`src/rtl/xlt_pkg.sv`:
```
package xlt_pkg;

    typedef enum logic [1:0] {
        OP_PUT   = 2'd0,
        OP_GET   = 2'd1,
        OP_STUFF = 2'd2,
        OP_LIST  = 2'd3
    } op_e;

    typedef enum logic {
        ST_OK    = 1'b0,
        ST_PARAM = 1'b1
    } stat_e;

    typedef enum logic [1:0] {
        S_IDLE,
        S_STEP,
        S_FETCH,
        S_FIN
    } state_e;

    localparam int unsigned LIST_MAX        = 512;
    localparam int unsigned LIST_ALIGN_BITS = 12;

    // true when a command's fixed argument checks refuse it
    function automatic logic arg_reject(input op_e op, input logic [31:0] count,
                                        input logic [LIST_ALIGN_BITS-1:0] ptr_low,
                                        input logic [31:0] num_ent);
        logic r;
        r = 1'b0;
        if (op == OP_LIST && (count > LIST_MAX || ptr_low != '0)) r = 1'b1;
        if (op == OP_STUFF && count > num_ent) r = 1'b1;
        return r;
    endfunction

endpackage

```
`src/rtl/xlt_index_calc.sv`:
```
module xlt_index_calc #(
    parameter int ADDR_W = 32,
    parameter int PAGE_SHIFT = 12,
    parameter int NUM_ENT = 16,
    parameter logic [ADDR_W-1:0] BUS_OFFSET = '0,
    localparam int IDX_W = $clog2(NUM_ENT)
) (
    input  logic [ADDR_W-1:0] ioba,
    output logic [IDX_W-1:0]  idx,
    output logic              in_range
);
    logic [ADDR_W-1:0] rel;
    logic [ADDR_W-1:0] page;

    always_comb begin
        rel      = ioba - BUS_OFFSET;
        page     = rel >> PAGE_SHIFT;
        in_range = page < ADDR_W'(NUM_ENT);
        idx      = page[IDX_W-1:0];
    end
endmodule

```
`src/rtl/xlt_entry_ram.sv`:
```
module xlt_entry_ram #(
    parameter int NUM_ENT = 16,
    parameter int ENT_W = 64,
    localparam int IDX_W = $clog2(NUM_ENT)
) (
    input  logic             clk,
    input  logic             rst,
    input  logic             we,
    input  logic [IDX_W-1:0] waddr,
    input  logic [ENT_W-1:0] wdata,
    input  logic [IDX_W-1:0] raddr,
    output logic [ENT_W-1:0] rdata
);
    logic [ENT_W-1:0] mem [NUM_ENT];

    always_ff @(posedge clk) begin
        if (rst) begin
            for (int i = 0; i < NUM_ENT; i++) mem[i] <= '0;
        end else if (we) begin
            mem[waddr] <= wdata;
        end
    end

    assign rdata = mem[raddr];
endmodule

```
`src/rtl/xlt_table_engine.sv`:
```
module xlt_table_engine
    import xlt_pkg::*;
#(
    parameter int ADDR_W = 32,
    parameter int ENT_W = 64,
    parameter int PAGE_SHIFT = 12,
    parameter int NUM_ENT = 16,
    parameter int CNT_W = 16,
    parameter logic [ADDR_W-1:0] BUS_OFFSET = 32'h0010_0000
) (
    input  logic              clk,
    input  logic              rst,
    input  logic              cmd_valid,
    input  logic [1:0]        cmd_op,
    input  logic [ADDR_W-1:0] cmd_ioba,
    input  logic [ENT_W-1:0]  cmd_arg,
    input  logic [CNT_W-1:0]  cmd_count,
    output logic              busy,
    output logic              done,
    output logic              status,
    output logic [ENT_W-1:0]  rd_data,
    output logic              mem_req,
    output logic [ENT_W-1:0]  mem_addr,
    input  logic              mem_ack,
    input  logic [ENT_W-1:0]  mem_rdata,
    output logic              ntf_valid,
    output logic [ADDR_W-1:0] ntf_iova,
    output logic [ENT_W-1:0]  ntf_xlat,
    output logic [1:0]        ntf_perm
);
    localparam int IDX_W = $clog2(NUM_ENT);
    localparam int LANES = ENT_W / 8;
    localparam logic [ADDR_W-1:0] PG_SIZE   = ADDR_W'(1) << PAGE_SHIFT;
    localparam logic [ADDR_W-1:0] PG_MASK_A = ~(PG_SIZE - ADDR_W'(1));
    localparam logic [ENT_W-1:0]  PG_MASK_E = ~((ENT_W'(1) << PAGE_SHIFT) - ENT_W'(1));

    state_e             st;
    op_e                op_q;
    stat_e              stat_q;
    logic [ADDR_W-1:0]  cur_ioba;
    logic [ENT_W-1:0]   arg_q;
    logic [ENT_W-1:0]   wval;
    logic [CNT_W-1:0]   remain;
    logic [CNT_W-1:0]   lidx;
    logic [ENT_W-1:0]   rd_q;

    logic [IDX_W-1:0]   slot;
    logic               slot_ok;
    logic [ENT_W-1:0]   ram_rd;
    logic               we;
    logic [ENT_W-1:0]   list_word;

    op_e                in_op;
    logic               reject;
    logic [CNT_W-1:0]   cnt_eff;

    // list data arrives in address-lane order; lowest address is the MSB
    for (genvar b = 0; b < LANES; b++) begin : g_swap
        assign list_word[8*b +: 8] = mem_rdata[ENT_W-8-8*b +: 8];
    end

    xlt_index_calc #(
        .ADDR_W(ADDR_W), .PAGE_SHIFT(PAGE_SHIFT),
        .NUM_ENT(NUM_ENT), .BUS_OFFSET(BUS_OFFSET)
    ) u_idx (
        .ioba(cur_ioba), .idx(slot), .in_range(slot_ok)
    );

    xlt_entry_ram #(.NUM_ENT(NUM_ENT), .ENT_W(ENT_W)) u_ram (
        .clk(clk), .rst(rst), .we(we), .waddr(slot), .wdata(wval),
        .raddr(slot), .rdata(ram_rd)
    );

    always_comb begin
        in_op   = op_e'(cmd_op);
        reject  = arg_reject(in_op, 32'(cmd_count),
                             cmd_arg[LIST_ALIGN_BITS-1:0], 32'(NUM_ENT));
        cnt_eff = (in_op == OP_PUT || in_op == OP_GET) ? CNT_W'(1) : cmd_count;
        we      = (st == S_STEP) && slot_ok && (op_q != OP_GET);
    end

    always_ff @(posedge clk) begin
        if (rst) begin
            st        <= S_IDLE;
            op_q      <= OP_PUT;
            stat_q    <= ST_OK;
            cur_ioba  <= '0;
            arg_q     <= '0;
            wval      <= '0;
            remain    <= '0;
            lidx      <= '0;
            rd_q      <= '0;
            ntf_valid <= 1'b0;
            ntf_iova  <= '0;
            ntf_xlat  <= '0;
            ntf_perm  <= '0;
        end else begin
            ntf_valid <= 1'b0;
            unique case (st)
                S_IDLE: if (cmd_valid) begin
                    op_q     <= in_op;
                    cur_ioba <= cmd_ioba & PG_MASK_A;
                    arg_q    <= cmd_arg;
                    wval     <= cmd_arg;
                    remain   <= cnt_eff;
                    lidx     <= '0;
                    if (reject) begin
                        stat_q <= ST_PARAM;
                        st     <= S_FIN;
                    end else if (cnt_eff == '0) begin
                        stat_q <= ST_OK;
                        st     <= S_FIN;
                    end else begin
                        st <= (in_op == OP_LIST) ? S_FETCH : S_STEP;
                    end
                end
                S_FETCH: if (mem_ack) begin
                    wval <= list_word;
                    st   <= S_STEP;
                end
                S_STEP: begin
                    if (!slot_ok) begin
                        stat_q <= ST_PARAM;
                        st     <= S_FIN;
                    end else if (op_q == OP_GET) begin
                        rd_q   <= ram_rd;
                        stat_q <= ST_OK;
                        st     <= S_FIN;
                    end else begin
                        ntf_valid <= 1'b1;
                        ntf_iova  <= cur_ioba;
                        ntf_xlat  <= wval & PG_MASK_E;
                        ntf_perm  <= wval[1:0];
                        remain    <= remain - CNT_W'(1);
                        lidx      <= lidx + CNT_W'(1);
                        cur_ioba  <= cur_ioba + PG_SIZE;
                        if (remain == CNT_W'(1)) begin
                            stat_q <= ST_OK;
                            st     <= S_FIN;
                        end else begin
                            st <= (op_q == OP_LIST) ? S_FETCH : S_STEP;
                        end
                    end
                end
                S_FIN: st <= S_IDLE;
                default: st <= S_IDLE;
            endcase
        end
    end

    assign busy     = (st != S_IDLE);
    assign done     = (st == S_FIN);
    assign status   = stat_q;
    assign rd_data  = rd_q;
    assign mem_req  = (st == S_FETCH);
    assign mem_addr = arg_q + (ENT_W'(lidx) << 3);

endmodule

```
`config.mk`:
```
export PLATFORM = sky130hd
export DESIGN_NAME = xlt_table_engine
export DESIGN_NICKNAME = d
export VERILOG_FILES = /design/src/rtl/xlt_pkg.sv /design/src/rtl/xlt_index_calc.sv /design/src/rtl/xlt_entry_ram.sv /design/src/rtl/xlt_table_engine.sv
export SDC_FILE = /design/constraint.sdc
export NUM_CORES = 2
export LEC_CHECK = 0
export BUFFER_PORTS_ARGS = -buffer_cell sky130_fd_sc_hd__buf_2
export CAP_MARGIN = 10
export CELL_PAD_IN_SITES_DETAIL_PLACEMENT = 0
export CELL_PAD_IN_SITES_GLOBAL_PLACEMENT = 1
export CORE_MARGIN = 2
export CORE_UTILIZATION = 25
export CTS_BUF_LIST = sky130_fd_sc_hd__clkbuf_4 sky130_fd_sc_hd__clkbuf_8
export CTS_CLUSTER_DIAMETER = 100
export CTS_CLUSTER_SIZE = 8
export DETAILED_ROUTE_END_ITERATION = 6
export PLACE_DENSITY = 0.52
export SLEW_MARGIN = 15
export SYNTH_ARGS = -nofsm -noshare
export SYNTH_HDL_FRONTEND = slang
export SYNTH_SLANG_ARGS = --single-unit
```
`constraint.sdc`:
```
create_clock -name clk -period 4.2 [get_ports clk]
set_input_delay 0.84 -clock clk [delete_from_list [all_inputs] [get_ports clk]]
set_output_delay 0.84 -clock clk [all_outputs]
set_load 0.01 [all_outputs]
```
==> results.ini <==
[critical_path]
critical_path_peak_fanout=7
r2r_cells=9
rr_startpoint=cur_ioba[26]
timing.critical_path.from_type=flop
cp_slowest_stage_delay_ns=0.36
worst_ep_arrival_time_ns=3.48
critPathCaptureType=output pin
cpLargestDelayFamily=compound AO/OA/AOI/OAI gates
cp_slowest_cell=sky130_fd_sc_hd__dfxtp_2
critical_path_required_ns=3.36
crit_top_cell=sky130_fd_sc_hd__buf_12
r2r_end=u_ram.mem[10][57]
critical_path.cell_chain=ha_4 -> inv_2 -> fa_2 -> nor2b_4 -> o2111ai_4 -> a21oi_4 -> a31oi_4 -> a2bb2oi_4 -> buf_12 -> buf_12 -> nor3b_4 -> xor2_1 -> buf_2
worstPathBufferInverterCount=4
r2r_setup_slack_ns=0.67
criticalPathCategory=flop to output pin

[detailed_routing]
antenna_violating_nets_post_route=0
routed_wirelength_mm=204
remaining_drc_errors=0
first_pass_iters=5
drt-wirelength-per-cell_microns=25.1
num_vias=36900
drt-vias-per-instance=4.54
drtIter0Drc=2854

[placement]
detailed_place_hpwl_mm=121
placed_cells=7778
port_buffers=376
finalWeightedCongestion=0.783

[timing]
clock_skew_ns=0.0450
slew_headroom=0.311
timing_worst_slew_pin_value_ns=1.03
final-setup-viol-count=20
setup_repair_after_global_routing_missed_its_margin=true
hold_fails_final_rpt=0
min_period_over_period=1.03
maxClockFrequency_mhz=231
fin_crit_ns=4.32
finalWorstSetupSlack_ns=-0.124
finalMaxSlewViolations=0

[grt]
first_global_vias=38200
wire_length_of_the_first_global_routing_pass_mm=290
grt_max_degree=116
antenna_found_initial=24
globalRouteTotalUtil=0.165
overflow=0

[floorplanning]
die_y_microns=495
fp-row-count=180
top_level_ports=413
floorplan.die_area_sq_mm=0.245
initial_core_util=0.251
floorplan.die.width_microns=495
core_area_sq_mm=0.240

[worst_hold_path]
hold_path_end=arg_q[34]
worstHoldPathType=input pin to flop
timing.hold.worst.start=cmd_arg[34]
worstHoldPathCells=3

[power]
vdd_ir_drop_max_v=0.000250
pwr-share-clk=0.348
leakage_nw=25.5
netSwitchingFraction=0.274
netSwitchingPower_w=0.00823
sequentialPowerShare=0.521
p_int_w=0.0218
power_per_cell_area_mw_per_mm2=425
combinationalPowerShare=0.131

[synthesis]
synth_fa_ha_area_frac=0.00512
ys_types=64
ys.flop_type=sky130_fd_sc_hd__edfxtp_1
post_synthesis_instance_area_sq_mm=0.0602
syn_inst=4489
synth.top_cell.area_share=0.511
count_of_synthesis_stage_warnings_from_yosys=0
synth-edff-count=1024
synth_area_leader_cell=sky130_fd_sc_hd__edfxtp_1
synth_top_family_by_area=simple AND/OR/NAND/NOR gates
netlist_top_cells_area=sky130_fd_sc_hd__edfxtp_1, sky130_fd_sc_hd__mux4_2, sky130_fd_sc_hd__and2_1
synth_seq_area_share=0.619
muxShareOfSynthArea=0.131
postSynthRegisterBits=1348
synth-compound-area-share=0.0381
yosysMostFrequentCell=sky130_fd_sc_hd__and2_1
synth_xor_xnor_area_share=0.0108
synth.cells.most_frequent=sky130_fd_sc_hd__and2_1, sky130_fd_sc_hd__edfxtp_1, sky130_fd_sc_hd__nand2_1, sky130_fd_sc_hd__dfxtp_1, sky130_fd_sc_hd__mux4_2
mean_area_per_synthesized_cell_sq_um=13.4
async_reset_ff_frac=0
synth_simple_gate_area_frac=0.166

[clock_tree]
clkLatencyLatePin_ns=0.96
clkSinkCount=1348
root_buffer=sky130_fd_sc_hd__clkbuf_8
cts.clk_slew.worst_paths_ns=0.07
clock_tree.htree_level_count=4
clock_tree.buffer_depth=3
cts_tree=done
numCtsBuffers=186

[run_status]
failed_checks=negative setup slack
result_of_the_run=finished with violations

[finish]
final_standard_cell_utilization_of_the_core=0.295
layout-drive-gt1-share=0.259
nets_final=5004
layoutNonFillerInstCount=8125
layout-area-overhead-vs-synth_pct=17.6
nFillCells=24200

[job]
cap_violations=0

registers in the layout, summed over array words and instances, names as in the netlist:
register   count
arg_q         64
cur_ioba      20
lidx          16
ntf_iova      20
ntf_perm       2
ntf_valid      1
ntf_xlat      52
op_q           2
rd_data       64
remain        16
st             2
status         1
u_ram.mem   1024
wval          64
power by group through the flow:
stage,combinational (W),sequential [W],clock (W)
2_1_floorplan,0.00278,0.0154,0
3_3_place_gp,0.00399,0.0159,0
3_5_place_dp,0.00400,0.0159,0
4_1_cts,0.00401,0.0156,0.0108
5_1_grt,0.00422,0.0157,0.0113
6_report,0.00393,0.0156,0.0105
layout make-up:
| class | instances | area (sq um) | share of cell area |
|---|---|---|---|
| antenna | 9 | 22.5 | 0.000318 |
| clock buffer | 314 | 3550 | 0.0501 |
| clock inverter | 7 | 65.1 | 0.000920 |
| inverter | 16 | 60.1 | 0.000849 |
| multi-input combinational | 2746 | 22100 | 0.312 |
| sequential | 1348 | 37300 | 0.527 |
| tap | 3185 | 3990 | 0.0563 |
| timing repair buffer | 500 | 3740 | 0.0529 |
tightest hold or removal path: stages:
cell and delay, ns:
sky130_fd_sc_hd__buf_2 0.10, sky130_fd_sc_hd__nand2_1 0.05, sky130_fd_sc_hd__a21oi_1 0.05
cell usage in the layout, fill, tap and decap left out, drive strengths merged, types with 4 or more instances in the layout:
cell type	instances
nand3	51
a31oi	7
o22ai	5
or2	18
buf	500
or3	5
mux4	320
and2	1047
a22oi	8
nor4	17
nor3b	5
nand2b	9
a21oi	232
diode	9
edfxtp	1024
and4	4
nand4	21
nand2	446
inv	19
xnor2	34
dfxtp	324
ha	23
conb	24
nor2	166
a311oi	4
and3	17
nor3	27
a21o	6
nor2b	5
clkbuf	314
xor2	40
mux2i	66
a211oi	73
o21ai	30
worst max path at each step:
| stage | from | to | slack, ns | cells past startpoint |
|---|---|---|---|---|
| 3_3_place_gp | arg_q[3] | mem_addr[55] | 0.21 | 12 |
| 2_1_floorplan | cur_ioba[26] | u_ram.mem[1][0] | 0.77 | 8 |
| 3_5_place_dp | arg_q[3] | mem_addr[55] | 0.25 | 12 |
| 6_report | lidx[0] | mem_addr[61] | -0.12 | 13 |
| 4_1_cts | lidx[0] | mem_addr[61] | -0.32 | 12 |
| 5_1_grt | lidx[0] | mem_addr[61] | -0.31 | 13 |
through the flow:
| stage | hold WS (ns) | TNS (ns) | total power, W | setup slack (ns) | cell area [sq um] |
|---|---|---|---|---|---|
| 2_1_floorplan | 0.426 | 0 | 0.0181 | 0.768 | 60200 |
| 3_5_place_dp | 0.439 | 0 | 0.0199 | 0.246 | 66200 |
| 4_1_cts | 0.0231 | -6.93 | 0.0305 | -0.321 | 70400 |
| 6_report | 0.148 | -1.21 | 0.0300 | -0.124 | 70700 |
| 5_1_grt | 0.0745 | -8.28 | 0.0313 | -0.311 | 70700 |
| 3_3_place_gp | 0.437 | 0 | 0.0199 | 0.206 | 66200 |
repair_timing:
action,in CTS,in global routing
setup buffers,11,6
hold buffers,0,0
pin swaps,42,24
endpoints found under the setup margin,48,47
resized for setup,88,58
cloned,1,0
layer usage:
metal,wire length [microns],global-route usage,vias up
met5,145,0,-
met1,89600,0.219,18800
met4,5390,0.0468,24
li1,-,-,16700
met2,95400,0.268,1072
met3,13100,0.0393,281
cells by family (layout without fill, tap and decap cells):
| logic type | Yosys count | in the layout |
|---|---|---|
| simple gates | 1847 | 1847 |
| flops | 1348 | 1348 |
| buf+inv | 418 | 837 |
| compound gates | 390 | 390 |
| mux | 387 | 387 |
| xor+xnor | 74 | 74 |
| fa+ha+maj | 24 | 24 |
| other cells | 1 | 33 |
Power figures use the tool's default switching activity.
